**src/rtl/irq_ctl_pkg.sv**
```systemverilog
package irq_ctl_pkg;
    // Control word layout; positions are decoded by software.
    localparam int unsigned CTL_W    = 4;
    localparam int unsigned CLR_BIT  = 0;
    localparam int unsigned MASK_BIT = 1;
    localparam int unsigned HOLD_BIT = 2;
    localparam int unsigned TAG_BIT  = 3;

    typedef struct packed {
        logic tag_en;
        logic hold;
        logic mask;
    } ctl_t;

    typedef struct packed {
        logic pend;
        logic irq;
    } irq_state_t;
endpackage

```
**src/rtl/irq_ctl_regs.sv**
```systemverilog
module irq_ctl_regs
    import irq_ctl_pkg::*;
(
    input  logic             clk_i,
    input  logic             rst_ni,
    input  logic             we_i,
    input  logic [CTL_W-1:0] wdata_i,
    output ctl_t             ctl_n_o,
    output ctl_t             ctl_q_o,
    output logic             clr_o
);
    ctl_t ctl_d, ctl_q;

    always_comb begin
        ctl_d = ctl_q;
        if (we_i) begin
            ctl_d.mask   = wdata_i[MASK_BIT];
            ctl_d.hold   = wdata_i[HOLD_BIT];
            ctl_d.tag_en = wdata_i[TAG_BIT];
        end
    end

    always_ff @(posedge clk_i) begin
        if (!rst_ni) ctl_q <= '0;
        else         ctl_q <= ctl_d;
    end

    assign ctl_n_o = ctl_d;
    assign ctl_q_o = ctl_q;
    assign clr_o   = we_i & wdata_i[CLR_BIT];
endmodule

```
**src/rtl/irq_pend_core.sv**
```systemverilog
module irq_pend_core
    import irq_ctl_pkg::*;
(
    input  logic clk_i,
    input  logic rst_ni,
    input  logic evt_i,
    input  logic clr_i,
    input  ctl_t ctl_n_i,
    output logic pend_o,
    output logic irq_o
);
    irq_state_t st_d, st_q;

    always_comb begin
        st_d = st_q;
        // clear is ignored under hold; a same-cycle event always wins
        st_d.pend = evt_i | (st_q.pend & ~(clr_i & ~ctl_n_i.hold));
        if (ctl_n_i.hold)      st_d.irq = 1'b0;
        else if (ctl_n_i.mask) st_d.irq = st_q.irq;
        else                   st_d.irq = st_d.pend;
    end

    always_ff @(posedge clk_i) begin
        if (!rst_ni) st_q <= '0;
        else         st_q <= st_d;
    end

    assign pend_o = st_q.pend;
    assign irq_o  = st_q.irq;
endmodule

```
**src/rtl/irq_tag_gen.sv**
```systemverilog
module irq_tag_gen #(
    parameter int unsigned TAG_W = 8
) (
    input  logic             clk_i,
    input  logic             rst_ni,
    input  logic             evt_i,
    input  logic             en_i,
    output logic [TAG_W-1:0] tag_o
);
    localparam logic [TAG_W-1:0] TAG_MAX = '1;
    localparam logic [TAG_W-1:0] TAG_ONE = TAG_W'(1);

    logic [TAG_W-1:0] tag_d, tag_q;

    always_comb begin
        tag_d = tag_q;
        if (en_i && evt_i) begin
            tag_d = (tag_q == TAG_MAX) ? TAG_ONE : tag_q + TAG_ONE;
        end
    end

    always_ff @(posedge clk_i) begin
        if (!rst_ni) tag_q <= '0;
        else         tag_q <= tag_d;
    end

    assign tag_o = tag_q;
endmodule

```
**src/rtl/irq_mask_ctl.sv**
```systemverilog
module irq_mask_ctl
    import irq_ctl_pkg::*;
#(
    parameter int unsigned TAG_W = 8
) (
    input  logic             clk_i,
    input  logic             rst_ni,
    input  logic             evt_i,
    input  logic             ctl_we_i,
    input  logic [CTL_W-1:0] ctl_wdata_i,
    output logic [CTL_W-1:0] ctl_rdata_o,
    output logic             pend_o,
    output logic             irq_o,
    output logic [TAG_W-1:0] tag_o
);
    ctl_t ctl_n, ctl_q;
    logic clr;

    irq_ctl_regs u_regs (
        .clk_i   (clk_i),
        .rst_ni  (rst_ni),
        .we_i    (ctl_we_i),
        .wdata_i (ctl_wdata_i),
        .ctl_n_o (ctl_n),
        .ctl_q_o (ctl_q),
        .clr_o   (clr)
    );

    irq_pend_core u_core (
        .clk_i   (clk_i),
        .rst_ni  (rst_ni),
        .evt_i   (evt_i),
        .clr_i   (clr),
        .ctl_n_i (ctl_n),
        .pend_o  (pend_o),
        .irq_o   (irq_o)
    );

    irq_tag_gen #(.TAG_W(TAG_W)) u_tag (
        .clk_i  (clk_i),
        .rst_ni (rst_ni),
        .evt_i  (evt_i),
        .en_i   (ctl_n.tag_en),
        .tag_o  (tag_o)
    );

    always_comb begin
        ctl_rdata_o           = '0;
        ctl_rdata_o[MASK_BIT] = ctl_q.mask;
        ctl_rdata_o[HOLD_BIT] = ctl_q.hold;
        ctl_rdata_o[TAG_BIT]  = ctl_q.tag_en;
    end
endmodule

```
**config.mk**
```make
export PLATFORM = sky130hd
export DESIGN_NAME = irq_mask_ctl
export DESIGN_NICKNAME = d
export VERILOG_FILES = /design/src/rtl/irq_ctl_pkg.sv /design/src/rtl/irq_ctl_regs.sv /design/src/rtl/irq_pend_core.sv /design/src/rtl/irq_tag_gen.sv /design/src/rtl/irq_mask_ctl.sv
export SDC_FILE = /design/constraint.sdc
export NUM_CORES = 1
export LEC_CHECK = 0
export ABC_AREA = 1
export BUFFER_PORTS_ARGS = -buffer_cell sky130_fd_sc_hd__buf_4
export CAP_MARGIN = 40
export CORE_MARGIN = 2
export CORE_UTILIZATION = 50
export CTS_BUF_LIST = sky130_fd_sc_hd__clkbuf_4 sky130_fd_sc_hd__clkbuf_8
export DETAILED_ROUTE_END_ITERATION = 10
export PLACE_DENSITY = 0.79
export SETUP_SLACK_MARGIN = 0.02
export SKIP_CTS_REPAIR_TIMING = 1
export SLEW_MARGIN = 20
export SYNTH_ARGS = -nofsm -noshare
export SYNTH_HDL_FRONTEND = slang
export SYNTH_SLANG_ARGS = --single-unit
```
**constraint.sdc**
```tcl
create_clock -name clk_i -period 1.2 [get_ports clk_i]
set_input_delay 0.06 -clock clk_i [delete_from_list [all_inputs] [get_ports clk_i]]
set_output_delay 0.06 -clock clk_i [all_outputs]
set_load 0.01 [all_outputs]
```
==> results of run 1 <==
==> critical path, delay by kind of cell (launching register included) <==
| family | cells | cell delay [ps] |
|---|---|---|
| adder cells (fa/ha/maj) | 1 | 160 |
| AND/OR/NAND/NOR | 3 | 210 |
| buffers and inverters | 1 | 80 |
| AO/OA/AOI/OAI | 1 | 180 |
| flip-flops | 1 | 370 |
==> final cells by class <==
cell class | count | share of cell area, %
Timing Repair Buffer | 22 | 17.9
Sequential cell | 13 | 29.4
Tap cell | 15 | 2.03
Clock buffer | 4 | 3.25
Inverter | 15 | 6.09
Multi-Input combinational cell | 70 | 41.4
==> cells in the mapped netlist <==
library cell	n
a21oi_1	5
conb_1	1
nor2_1	14
nor2_4	1
and2_1	1
ha_1	1
o21ai_2	1
nand2_2	3
nand2_1	25
xor2_1	1
nand3_1	3
nand2_4	1
inv_2	1
dfxtp_1	13
nand4_1	3
nor2_2	5
buf_4	1
inv_1	14
o21ai_0	5
==> logic make-up (layout without fill, tap and decap cells) <==
group,count (synthesis),count (layout),share of synthesized area (%)
fa+ha+maj,1,1,1.88
other cells,1,1,0.562
compound gates,11,11,8.82
flops,13,13,39.0
buf+inv,16,41,9.57
xor+xnor,1,1,1.31
simple gates,56,56,38.8
==> layer usage <==
metal | vias to the layer above | track usage (%) | wire length [um]
met4 | 0 | 12.5 | 17
met5 | - | 0 | 0
met3 | 2 | 5.56 | 93
met2 | 22 | 31.0 | 674
li1 | 358 | - | -
met1 | 290 | 29.9 | 668
==> report_power, final <==
group / switching (mW) / internal, mW
logic: 0.0761 / 0.0618
registers: 0.0142 / 0.447
clock network: 0.134 / 0.151
==> worst paths after layout <==
kind	to	slack [ps]	depth (start not counted)
hold / removal	u_tag.tag_o[5]$_SDFFE_PN0P_	80	3
setup reg to reg	u_tag.tag_o[7]$_SDFFE_PN0P_	100	6
setup / recovery	u_tag.tag_o[7]$_SDFFE_PN0P_	100	6
hold reg to reg	u_core.pend_o$_SDFF_PN0_	490	2
==> state kept, by name, summed over array words and instances, names as in the netlist <==
name / cells
u_regs.ctl_q_o: 3
u_core.pend_o: 1
u_tag.tag_o: 8
u_core.irq_o: 1
==> metrics, run 1 <==
die height 40.5 um; routed len/inst 10.5 um; synthesized netlist cell count 99; fraction of layout cells with a size suffix above 1 36.3%; Min-Delay Path Class primary input to flip-flop; Critical Path Slowest Stage Cell dfxtp_4; hold_sp rst_ni; outcome complete, no violations; dpl cells 135; Worst EP required 1370 ps; final instance area 925 um^2; FILL cells 109; Synth Warn # 0; Final TNS setup 0 ps; Initial Util 52.6%; row cnt 13; clock-pin slew on the worst setup and hold paths 80 ps; CTS tree done; first-pass GRT wire length 2300 um; largest net degree at the start of global routing 8; worst clock skew 7.85 ps; Final ANT Viol Nets 0; final wirelength 1450 um; type of the worst setup path flip-flop to flip-flop; leading area contributor after synthesis dfxtp_1; final hold slack 78.3 ps; endpoint arrival time on the critical path 1270 ps; IO buf count 20; Tcrit/Tclk final 91.8%; CTS Buf Count 3; CP peak stage delay 370 ps; Placed Area 846 um^2; P&R area growth vs syn 38.6%; Pleak 0.414 nW; Die W 40.5 um; Max clock buf depth 2; initial antenna violation count 0; RSZ-0062 raised after global routing false; core occupancy in the finished layout 72.9%; Peak VDD IR 947 uV; Seq/Total Area, Yosys 39.0%; CP max FO 4; Mean Syn Cell Area 6.74 um^2; Diodes inserted 0; Area contributors post-synth dfxtp_1 39%, nand2_1 14%, inv_1 7.9%; endpoint type of the worst setup path flip-flop; Reg area 272 um^2; Yosys cell types 19; num ports 22; hold violation total from the final report 0; DIE AREA 0.00164 mm^2; final non-filler cell total 139; clock period minus worst slack 1100 ps; share of the synthesized area in the top cell type 39.0%; final setup fails 0; DP Wirelength 1140 um; latest clock arrival within the worst-skew pair 270 ps; f_max 0.908 GHz; DRC 0; post-route setup slack 98.9 ps; final net count 134; GP Congestion 0.781; Syn Nets 108; Overflow after GRT 0; CTS Sinks 13; Mapped Area 667 um^2; total track usage 22.0%; crit path from u_tag.tag_o[1]$_SDFFE_PN0P_; vias in the first global route 557; Critical Path Source Type flip-flop; sequence of cells on the critical path ha_4 -> nand3_4 -> inv_2 -> nand2_2 -> o21ai_4 -> nor2_1; drt pass-1 iters 4; htree depth 1; R2R Path Start u_tag.tag_o[1]$_SDFFE_PN0P_; total power 0.884 mW; # Max-Cap Violations 0; Core ar. 0.00127 mm^2; Yosys reg bits 13; final slew viol count 0; clock root cell clkbuf_4; PwrDens 956 mW/mm^2; commonest non-fill, non-tap cell in the layout nand2_1; area of the multi-input gates 383 um^2; pre-CTS WS 11.3 ps; most frequent cells in the layout 24 x nand2_1, 22 x buf_4, 14 x nor2_1, 13 x inv_1, 10 x dfxtp_1; vias per inst 4.83; Vias 672; DR iter-0 viols 12
No activity file was read; power rests on OpenSTA's default activity.
==> run 2: changes to the inputs <==
- ABC_AREA: 1 -> 0
- CORE_AREA: not set -> 2 2 39 41
- CORE_MARGIN: 2 -> not set
- CORE_UTILIZATION: 50 -> not set
- DIE_AREA: not set -> 0 0 41 43
- PLACE_DENSITY: 0.79 -> 0.73
==> metrics, run 2 <==
ys async rst share 0% (unchanged); Max clock buf depth 2 (unchanged); vias in the first global route 489 (-12%); Pleak 0.387 nW (-6.6%); endpoint arrival time on the critical path 1310 ps (+40 ps); final slew viol count 0 (unchanged); sw frac 23.5% (-1.9 points); DIE AREA 0.00176 mm^2 (+7.4%); Critical Path Source Type flip-flop; total power 0.858 mW (-3.0%); top layer in use met4; total track usage 15.3% (-6.7 points); RSZ-0062 raised after global routing true; commonest non-fill, non-tap cell in the layout buf_4; Synth Warn # 0 (unchanged); Cell Int Power 0.657 mW (-0.45%); P&R area growth vs syn 42.8%; leading area contributor after synthesis dfxtp_1; sequential group share of total power 52.9% (+0.8 points); clock root cell clkbuf_4; Placed Area 785 um^2 (-7.2%); IO buf count 20 (unchanged); Die W 41 um (+1.2%); Mean Syn Cell Area 9.68 um^2 (+44%); hold depth 2 (-1); worst reg2reg path depth 4 (-2); initial antenna violation count 0 (unchanged); max reg flops 8 (unchanged); FILL cells 125 (+15%); Initial Util 42.7% (-9.9 points); DRC 0 (unchanged); most frequent cells in the layout 27 x buf_4, 9 x dfxtp_1, 6 x nor2_1, 5 x nand2_1; wl on met1 596 um (-11%); fraction of layout cells with a size suffix above 1 48.9% (+13 points); met2 wire len 601 um (-11%); hold violation total from the final report 0 (unchanged); clock-pin slew on the worst setup and hold paths 80 ps (about the same); PwrDens 1020 mW/mm^2 (+6.4%); f_max 0.879 GHz (-3.2%); routed len/inst 11.8 um (+13%); row cnt 14 (+1); DR iter-0 viols 11 (-1); Tcrit/Tclk final 94.8% (+3.1 points); largest net degree at the start of global routing 10 (+2); Overflow after GRT 0 (unchanged); die height 43 um (+6.1%); final instance area 843 um^2 (-8.8%); top post-synthesis cells by count 13 x dfxtp_1, 6 x nor2_1, 5 x nand2_1; CP max FO 5 (+1); final wirelength 1250 um (-14%); final non-filler cell total 106 (-24%); share of the synthesized area in the top cell type 44.1% (+5.0 points); CTS Buf Count 3 (unchanged); Seq/Total Area, Yosys 44.1% (+5.0 points); Diodes inserted 0 (unchanged); Net Switching 0.201 mW (-10%); Comb pwr share 13.3% (-2.3 points); # Max-Cap Violations 0 (unchanged); Final ANT Viol Nets 0 (unchanged); top_reg_cell synth dfxtp_1; Mapped Area 591 um^2 (-11%); latest clock arrival within the worst-skew pair 280 ps (about the same); type of the worst setup path flip-flop to flip-flop; Vias 533 (-21%); crit path from u_tag.tag_o[0]$_SDFFE_PN0P_; Core ar. 0.00138 mm^2 (+9.1%); worst clock skew 3.13 ps (-4.72 ps); endpoint type of the worst setup path flip-flop; Area contributors post-synth dfxtp_1 44%, mux2i_1 5.1%, xnor2_1 4.4%; drt pass-1 iters 4 (unchanged); Yosys cell types 28 (+9); synthesized netlist cell count 61 (-38%); clock period minus worst slack 1140 ps (+37.0 ps); CTS Sinks 13 (unchanged); final net count 100 (-25%); outcome complete, no violations; DP Wirelength 884 um (-22%); CTS tree done; area of the multi-input gates 325 um^2 (-15%); hold_sp rst_ni; Clock power frac 33.8% (+1.5 points); dpl cells 100 (-26%); R2R Path Start u_tag.tag_o[0]$_SDFFE_PN0P_; final setup fails 0 (unchanged); Peak VDD IR 577 uV (-39%); Reg area 265 um^2 (-2.3%); Syn Nets 70 (-35%); num ports 22 (unchanged); Yosys reg bits 13 (unchanged); htree depth 1 (unchanged); met3 wire len 41 um (-56%); most frequent cell after synthesis dfxtp_1; first-pass GRT wire length 1860 um (-19%); Final TNS setup 0 ps (unchanged); core occupancy in the finished layout 60.9% (-12 points); vias per inst 5.03 (+4.0%); GP Congestion 0.747 (-4.3%); Min-Delay Path Class primary input to flip-flop; Post-synth EDFFs 0 (unchanged); Worst EP required 1370 ps (about the same)
-- run 2: cell types whose count changed after synthesis, sizes merged, moves of 4 or more --
cell | before | now
inv | 15 | 0
nand2 | 29 | 5
nor2 | 20 | 6
o21ai | 6 | 2
-- run 2: cell families after synthesis --
group / share of synthesized area (%)
other cells: 0.635
mux: 7.63
xor+xnor: 8.90
buf+inv: 3.18
simple gates: 25.8
compound gates: 7.63
fa+ha+maj: 2.12
flops: 44.1
-- run 2: cell type report --
cell class / instances / area share [%]
multi-input cells: 46 / 38.6
flip-flops and latches: 13 / 31.5
repair buffers: 27 / 24.0
clock buffers: 4 / 3.56
well taps: 16 / 2.37
-- run 2: power by group through the flow --
| stage | combinational (mW) | sequential, mW | clock [mW] |
|---|---|---|---|
| finish | 0.114 | 0.453 | 0.290 |
| global route | 0.123 | 0.455 | 0.315 |
| CTS | 0.112 | 0.453 | 0.294 |
| detailed placement | 0.111 | 0.464 | 0 |
| global placement | 0.109 | 0.463 | 0 |
| floorplan | 0.0501 | 0.471 | 0 |
-- run 2: stage by stage --
| step | setup WS, ps | hold WS (ps) |
|---|---|---|
| floorplan | 49.1 | 182 |
| global placement | 33.0 | 352 |
| detailed placement | 8.94 | 355 |
| CTS | -6.87 | 76.0 |
| global route | 3.74 | 73.4 |
| finish | 61.9 | 70.6 |
-- run 2: worst paths after layout --
path | to | slack [ps]
hold reg to reg | u_core.pend_o$_SDFF_PN0_ | 550
setup reg to reg | u_tag.tag_o[7]$_SDFFE_PN0P_ | 60
setup / recovery | u_tag.tag_o[7]$_SDFFE_PN0P_ | 60
hold / removal | u_tag.tag_o[6]$_SDFFE_PN0P_ | 70
-- run 2: layer usage --
metal | vias to the layer above | global-route usage [%]
met5 | - | 0
li1 | 268 | -
met3 | 2 | 0
met2 | 10 | 23.1
met4 | 0 | 10.7
met1 | 253 | 20.3
-- run 2: critical path, stage by stage (launching register included) --
cell and delay [ps]:
dfxtp_1 360, ha_2 220, nand4_1 140, o21ai_2 230, nor2_1 80
